==> config.mk <==
export PLATFORM = sky130hd
export DESIGN_NAME = ed_descrambler
export DESIGN_NICKNAME = d
export VERILOG_FILES = /design/src/rtl/ed_pkg.sv /design/src/rtl/ed_prbs_gen.sv /design/src/rtl/ed_byte_path.sv /design/src/rtl/ed_descrambler.sv
export SDC_FILE = /design/constraint.sdc
export NUM_CORES = 1
export LEC_CHECK = 0
export BUFFER_PORTS_ARGS = -buffer_cell sky130_fd_sc_hd__clkbuf_2
export CAP_MARGIN = 20
export CORE_UTILIZATION = 55
export CTS_BUF_LIST = sky130_fd_sc_hd__clkbuf_16
export DETAILED_ROUTE_END_ITERATION = 12
export PLACE_DENSITY = 0.8
export SLEW_MARGIN = 15
export SYNTH_ARGS = -nofsm -noshare
export SYNTH_HDL_FRONTEND = slang
export SYNTH_SLANG_ARGS = --single-unit
==> constraint.sdc <==
create_clock -name clk -period 2.34 [get_ports clk]
set_input_delay 0.585 -clock clk [delete_from_list [all_inputs] [get_ports clk]]
set_output_delay 0.585 -clock clk [all_outputs]
set_load 0.01 [all_outputs]
==> src/rtl/ed_pkg.sv <==
package ed_pkg;
  localparam int LFSR_W = 15;
  localparam int BYTE_W = 8;
  localparam logic [LFSR_W-1:0] SEED = 15'b000_0000_1010_1001; // stage1 = bit0

  typedef struct packed {
    logic [BYTE_W-1:0] key;
    logic [LFSR_W-1:0] next;
  } step_t;

  // one generator step: stage14 ^ stage15 enters stage1 (bit0)
  function automatic logic [LFSR_W-1:0] lfsr_step(input logic [LFSR_W-1:0] s);
    return {s[LFSR_W-2:0], s[LFSR_W-2] ^ s[LFSR_W-1]};
  endfunction

  // BYTE_W steps, first produced bit lands in the MSB of the key
  function automatic step_t lfsr_byte(input logic [LFSR_W-1:0] s);
    step_t r;
    logic [LFSR_W-1:0] st;
    st = s;
    r.key = '0;
    for (int i = BYTE_W-1; i >= 0; i--) begin
      r.key[i] = st[LFSR_W-2] ^ st[LFSR_W-1];
      st = lfsr_step(st);
    end
    r.next = st;
    return r;
  endfunction
endpackage

==> src/rtl/ed_prbs_gen.sv <==
module ed_prbs_gen
  import ed_pkg::*;
(
  input  logic              clk,
  input  logic              rst_n,
  input  logic              reload,
  input  logic              advance,
  output logic [LFSR_W-1:0] state_o,
  output logic [BYTE_W-1:0] key_o
);
  step_t nxt;
  logic [LFSR_W-1:0] state_q;

  always_comb nxt = lfsr_byte(state_q);

  always_ff @(posedge clk) begin
    if (!rst_n)       state_q <= SEED;
    else if (reload)  state_q <= SEED;
    else if (advance) state_q <= nxt.next;
  end

  assign state_o = state_q;
  assign key_o   = nxt.key;
endmodule

==> src/rtl/ed_byte_path.sv <==
module ed_byte_path
  import ed_pkg::*;
(
  input  logic [BYTE_W-1:0] din,
  input  logic [BYTE_W-1:0] key,
  input  logic              is_start,
  input  logic              is_inv,
  input  logic              bypass,
  output logic [BYTE_W-1:0] dout
);
  always_comb begin
    if (bypass)                 dout = din;
    else if (is_start && is_inv) dout = ~din;
    else if (is_start)           dout = din;
    else                         dout = din ^ key;
  end
endmodule

==> src/rtl/ed_descrambler.sv <==
module ed_descrambler
  import ed_pkg::*;
(
  input  logic              clk,
  input  logic              rst_n,
  input  logic              bypass,
  input  logic [BYTE_W-1:0] in_byte,
  input  logic              in_valid,
  input  logic              in_start,
  input  logic              in_inv,
  output logic [BYTE_W-1:0] out_byte,
  output logic              out_valid,
  output logic              out_start
);
  // named internal events for the checker
  logic              ev_reload;
  logic              ev_advance;
  logic [LFSR_W-1:0] gen_state;
  logic [BYTE_W-1:0] gen_key;
  logic [BYTE_W-1:0] path_byte;

  assign ev_reload  = in_valid && in_start && in_inv;
  assign ev_advance = in_valid && !ev_reload;

  ed_prbs_gen u_gen (
    .clk     (clk),
    .rst_n   (rst_n),
    .reload  (ev_reload),
    .advance (ev_advance),
    .state_o (gen_state),
    .key_o   (gen_key)
  );

  ed_byte_path u_path (
    .din      (in_byte),
    .key      (gen_key),
    .is_start (in_start),
    .is_inv   (in_inv),
    .bypass   (bypass),
    .dout     (path_byte)
  );

  always_ff @(posedge clk) begin
    if (!rst_n) begin
      out_byte  <= '0;
      out_valid <= 1'b0;
      out_start <= 1'b0;
    end else begin
      out_valid <= in_valid;
      out_start <= in_valid && in_start;
      if (in_valid) out_byte <= path_byte;
    end
  end
endmodule

==> metrics, run 1 <==
Max-Cap Viols 0; Period minus WS final approximately 1300 ps; most frequent cell after synthesis dfxtp_1; final clock period utilization by the worst path between 50% and 60%; leading cell types by count after synthesis dfxtp_1, xnor2_1, a21oi_1, nor2b_1; Max Buffers Root-to-Sink 2; LEAKAGE roughly 0.51 nW; hold path cells 2; largest net degree at the start of global routing 26; kind of critical path input port to flop; 1st-iter DRT viols 9; Die Span Y between 40 and 50 um; startpoint types input port; Inst Count DP around 160; final setup violation count 0; total grt overflow 0; Warnings, synthesis 0; CTS Buf Count 3; Critical Path AT 1480 ps; Power Total ~0.00099 W; Fillers approximately 170; vias a little under 900; Layout Cells excl Fill roughly 170; post_cts resized 0; Hold-fix buffers, CTS 0; first-pass GRT wire length between 3 and 4 mm; initial antenna violation count 0; initial core utilization about three fifths; Max IR drop VDD around 0.66 mV; DRC Markers 0; setup slack, reg-to-reg between 1000 and 1500 ps; HPWL after detailed placement roughly 1.5 mm; # port buffers 23; setup bufs post-CTS 0; Pwr Density about 740 mW/mm2; R2R depth 4; Crit Path Max Fanout 18; vias in the first global route ~760; unrepaired setup endpoints after global routing false; Netlist Area Pre-Place 0.001146 mm2; drt via density 5.268; Worst-Margin Slew a little under 400 ps; CTS sink cnt 25; final hold vios 0; relative slew slack between 70% and 80%; num ports 24; CTS tree done; clock skew 3.744 ps; drt wl/cell roughly 13 um; ranking of synthesized cells by area dfxtp_1, xnor2_1, a211oi_2; Synth top area share 43.67%; clock slew at reported path FFs around 60 ps; top_reg_cell synth dfxtp_1; final core utilization approximately two thirds; syn_area_per_cell 9.472 um2; Die Width about 48 um; H-tree levels 1; top cell type by total area after synthesis dfxtp_1; Post-Synthesis Cells around 120; Post-synth EDFFs 0; nets about 160; Post-Route WL around 2.1 mm; max-slew violation count 0; crit path capture type flop; core box area roughly 0.0020 mm2; drt pass-1 iters 4; final hold slack roughly 500 ps; syn_nets roughly 140; required time of the critical path ~2500 ps; RePlAce Congestion between 0.7 and 0.8; class of the worst hold path flop to flop; site row count 16; setup tns final 0 ps; Die ar. ~0.0023 mm2; CTS Root Cell clkbuf_16; P&R area growth vs syn 16.81%; Yosys reg bits 25; post-synthesis cell type count 18; ys async rst share 0%; Worst-Skew Late Latency 260 ps; status finished, final reports clean; Seq/Total Area, Yosys approximately 44%; fraction of layout cells with a size suffix above 1 between 20% and 30%; GR Util All Layers 22.35%; fmax 0.7416 GHz; n_diodes 0; Routed Antenna Nets 0
worst paths after layout:
path,startpoint,endpoint
min,u_gen.state_o[3]$_SDFFE_PP1P_,u_gen.state_o[3]$_SDFFE_PP1P_
max reg2reg,u_gen.state_o[9]$_SDFFE_PP0P_,out_byte[3]$_SDFFE_PN0P_
max,in_valid,u_gen.state_o[7]$_SDFFE_PP1P_
min reg2reg,u_gen.state_o[3]$_SDFFE_PP1P_,u_gen.state_o[3]$_SDFFE_PP1P_
per-stage QoR:
step / worst slack [ps] / cell area [um2]
after detailed placement: 711.5 / 1259
final: 991.6 / 1339
after global routing: 854.3 / 1339
after floorplan: 998.1 / 1146
after CTS: 990.0 / 1339
after global placement: 753.8 / 1259
layout by cell type, fill, tap and decap left out:
| cell | count |
|---|---|
| a211oi_2 | 8 |
| inv_1 | 4 |
| nor2b_4 | 1 |
| and3_1 | 1 |
| clkinv_2 | 1 |
| o2bb2ai_1 | 4 |
| o21ai_0 | 8 |
| o22ai_1 | 4 |
| inv_2 | 1 |
| clkbuf_2 | 23 |
| a21oi_1 | 15 |
| and2_1 | 6 |
| nor2b_1 | 14 |
| dfxtp_1 | 25 |
| buf_4 | 1 |
| clkbuf_16 | 3 |
| xnor2_1 | 16 |
| nand2_1 | 6 |
critical path, cell delays in order:
cell and delay [ps]:
clkbuf_2 250, and2_1 410, o2bb2ai_1 170, nand2_1 60
cell families after synthesis:
| logic type | Yosys count | synth area share, % |
|---|---|---|
| flops | 25 | 43.67 |
| simple gates | 28 | 14.63 |
| buf+inv | 13 | 5.458 |
| xor+xnor | 16 | 12.23 |
| compound gates | 39 | 24.02 |
layer usage:
metal / track usage (%) / up-vias / wire, um
met5: 0 / - / 0
met4: 10.00 / 0 / 35
met3: 7.170 / 4 / 124
met2: 34.25 / 23 / 988
met1: 28.80 / 410 / 979
li1: - / 448 / -
state kept, by name (all words and copies together) (netlist names):
register / count
u_gen.state_o: 15
out_byte: 8
out_valid: 1
out_start: 1
area by class of cell:
class                           count  area, um2  area share, %
Inverter                            5      18.77          1.402
Sequential cell                    25      500.5          37.38
Clock inverter                      1      5.005         0.3738
Multi-Input combinational cell     83      583.1          43.55
Timing Repair Buffer               24      122.6          9.159
Clock buffer                        3      75.07          5.607
Tap cell                           27      33.78          2.523
report_power, final:
| group | internal, W | total, W | switching, W |
|---|---|---|---|
| Sequential | 0.000452 | 0.000469 | 0.0000170 |
| Clock | 0.000230 | 0.000377 | 0.000147 |
| Combinational | 0.0000675 | 0.000144 | 0.0000765 |
| Total | 0.000750 | 0.000990 | 0.000240 |
(Power assumes the default switching activity.)
==> inputs of run 2 (changes only) <==
--- a/config.mk
+++ b/config.mk
@@ -5,12 +5,13 @@
 export SDC_FILE = /design/constraint.sdc
 export NUM_CORES = 1
 export LEC_CHECK = 0
+export ABC_AREA = 1
 export BUFFER_PORTS_ARGS = -buffer_cell sky130_fd_sc_hd__clkbuf_2
 export CAP_MARGIN = 20
-export CORE_UTILIZATION = 55
+export CORE_UTILIZATION = 53
 export CTS_BUF_LIST = sky130_fd_sc_hd__clkbuf_16
 export DETAILED_ROUTE_END_ITERATION = 12
-export PLACE_DENSITY = 0.8
+export PLACE_DENSITY = 0.77
 export SLEW_MARGIN = 15
 export SYNTH_ARGS = -nofsm -noshare
 export SYNTH_HDL_FRONTEND = slang
==> constraint.sdc (replaced) <==
create_clock -name clk -period 1.3 [get_ports clk]
set_input_delay 0.325 -clock clk [delete_from_list [all_inputs] [get_ports clk]]
set_output_delay 0.325 -clock clk [all_outputs]
set_load 0.01 [all_outputs]
==> run 2 against run 1 <==
  * Clock skew decreased by 2.4 ps
  * First-iteration DRC count increased to 4.9 times the previous value
  * Count of clock-buffer cells in the layout unchanged
  * Synthesized cell count increased by 45%
  * Sequential power increased by 83%
  * Sequential share of layout area decreased by 2.8 points
  * Die area increased by 13%
  * Cell area increased by 8.0%
  * Combinational power increased by 130%
  * Critical endpoint is now out_byte[4]$_SDFFE_PN0P_
  * Largest cell class unchanged
==> metrics, run 2 <==
status finished, final reports clean; kind of critical path flop to flop; dpl ws between 20 and 25 ps; Max Buffers Root-to-Sink 2; HPWL after detailed placement a little over 2 mm; Die ar. ~0.0026 mm2; Compound-Gate Fraction of Synth Area a little over a fifth; CTS Buf Count 3; drt wl/cell 12.36 um; ranking of synthesized cells by area dfxtp_1, nand2_1, inv_1; Pwr Density ~1300 mW/mm2; crit path capture type flop; LEAKAGE approximately 0.73 nW; Crit Path Max Fanout 4; fmax 0.9009 GHz; most frequent cell after synthesis nand2_1; 1st-iter DRT viols 44; top cell type by total area after synthesis dfxtp_1; # port buffers 23; vias in the first global route 1096; setup bufs post-CTS 0; RePlAce Congestion 0.8719; total grt overflow 0; Clock power frac between 30% and 40%; final hold vios 0; commonest non-fill, non-tap cell in the layout nand2_1; fraction of layout cells with a size suffix above 1 22.11%; Finished Cell Area around 0.0014 mm2; post-route setup slack ~190 ps; post-synthesis cell type count 23; leading cell types by count after synthesis nand2_1, dfxtp_1, inv_1, nand3_1, nor2_1; Reg area between 500 and 600 um2; CTS Root Cell clkbuf_16; GR Util All Layers 24.98%; unrepaired setup endpoints after global routing false; class of the worst hold path input port to flop; Internal between 0.001 and 0.0015 W; setup slack, reg-to-reg 190 ps; relative slew slack 71.02%; ys async rst share 0%; Post-Synthesis Cells 176; Routed Antenna Nets 0; top_reg_cell synth dfxtp_1; Warnings, synthesis 0; most frequent cells in the layout nand2_1, inv_1, dfxtp_1; max-slew violation count 0; Hold-fix buffers, CTS 0; CTS sink cnt 25; post-synthesis mux area share 0%; max reg flops 15; H-tree levels 1; Seq/Total Area, Yosys 40.00%; drt via density about 5.2; required time of the critical path roughly 1500 ps; Netlist Area Pre-Place approximately 0.0013 mm2; top routing layer in use met4; initial antenna violation count 0; final clock period utilization by the worst path a little under nine tenths; Synth Area in Adders 0%; Post-synth EDFFs 0; core box area around 0.0022 mm2; Placement Cell Area about 0.0014 mm2; n_diodes 0; Period minus WS final between 1000 and 1500 ps; Inst Count DP ~220; Synth top area share approximately 40%; Max IR drop VDD 0.7961 mV; switching share of power between 20% and 30%; routed wl met2 1.364 mm; WL met3 70 um; Die Span Y between 50 and 60 um; setup tns final 0 ps; Layout Cells excl Fill 227; CTS tree done; Yosys reg bits 25; syn_nets 190; clock slew at reported path FFs roughly 60 ps; drt pass-1 iters 4; Logic pwr share ~18%; site row count 17; vias around 1200; num ports 24; Worst-Margin Slew about 430 ps; clock skew around 1.4 ps; main combinational cell family by area after synthesis simple AND/OR/NAND/NOR gates; Post-Route WL ~2.8 mm; final setup violation count 0; Critical Path AT ~1300 ps; syn_area_per_cell slightly above 7 um2; startpoint types flop; Seq pwr share 45.7%; largest net degree at the start of global routing 18; fraction of synthesized cell area in xor and xnor cells 0%; Simple-Gate Fraction of Synth Area a little over a quarter; DRC Markers 0; Worst-Skew Late Latency about 260 ps; nets 214; post_cts resized 0; Power Total roughly 0.0019 W; routed length on met1 1.318 mm; Fillers 205; initial core utilization between 50% and 60%; Die Width approximately 50 um; Max-Cap Viols 0; P&R area growth vs syn 15.60%; first-pass GRT wire length ~4.8 mm; area of the multi-input gates approximately 590 um2; Switch Pwr ~0.00052 W
-- run 2: cell count changes in the layout (fill, tap and decap cells not counted), moves of 8 or more --
cell      change
nand2_1      +28
inv_1        +21
xnor2_1      -16
nor2_1       +17
a211oi_2      -8
nor2b_1      -14
nand3_1      +18
-- run 2: layer usage --
metal / up-vias / global-route usage, %
met1: 537 / 31.78
met4: 0 / 10.19
met3: 7 / 4.848
met5: - / 0
met2: 25 / 41.11
li1: 616 / -
-- run 2: logic make-up after synthesis --
family                 after synthesis
AOI/OAI and AO/OA                   44
buffers and inverters               34
DFF                                 25
and+or+nand+nor                     73
-- run 2: cell type report --
type | count | share of cell area, %
inverter | 28 | 7.439
multi-input combinational | 117 | 41.00
timing repair buffer | 25 | 8.997
sequential | 25 | 34.60
clock buffer | 3 | 5.190
tap | 28 | 2.422
clock inverter | 1 | 0.3460
-- run 2: final timing paths --
kind         cells past startpoint                            from                             end
max                              7  u_gen.state_o[11]$_SDFFE_PP0P_        out_byte[4]$_SDFFE_PN0P_
min                              5                      in_byte[6]        out_byte[6]$_SDFFE_PN0P_
max reg2reg                      7  u_gen.state_o[11]$_SDFFE_PP0P_        out_byte[4]$_SDFFE_PN0P_
min reg2reg                      2   u_gen.state_o[5]$_SDFFE_PP1P_  u_gen.state_o[13]$_SDFFE_PP0P_
-- run 2: stage by stage --
| stage | hold slack, ps | utilization, % |
|---|---|---|
| finish | 410.5 | 65.38 |
| global route | 453.6 | 65.38 |
| CTS | 411.3 | 65.38 |
| detailed placement | 457.7 | 61.76 |
| global placement | 446.2 | 61.76 |
| floorplan | 436.8 | - |
-- run 2: critical path: stages (launching register included) --
cell     delay (ps)
dfxtp_1         400
inv_1            80
nand2_1          90
nand3_1          70
nand2_1         100
a21oi_1          70
nor2_1          140
nor2_1           50
-- run 2: power groups by stage --
stage	Clock [W]	Sequential (W)	Combinational (W)
floorplan	0	0.000879	0.000233
global placement	0	0.000874	0.000315
detailed placement	0	0.000876	0.000323
CTS	0.000697	0.000859	0.000328
global route	0.000727	0.000865	0.000374
finish	0.000694	0.000860	0.000329
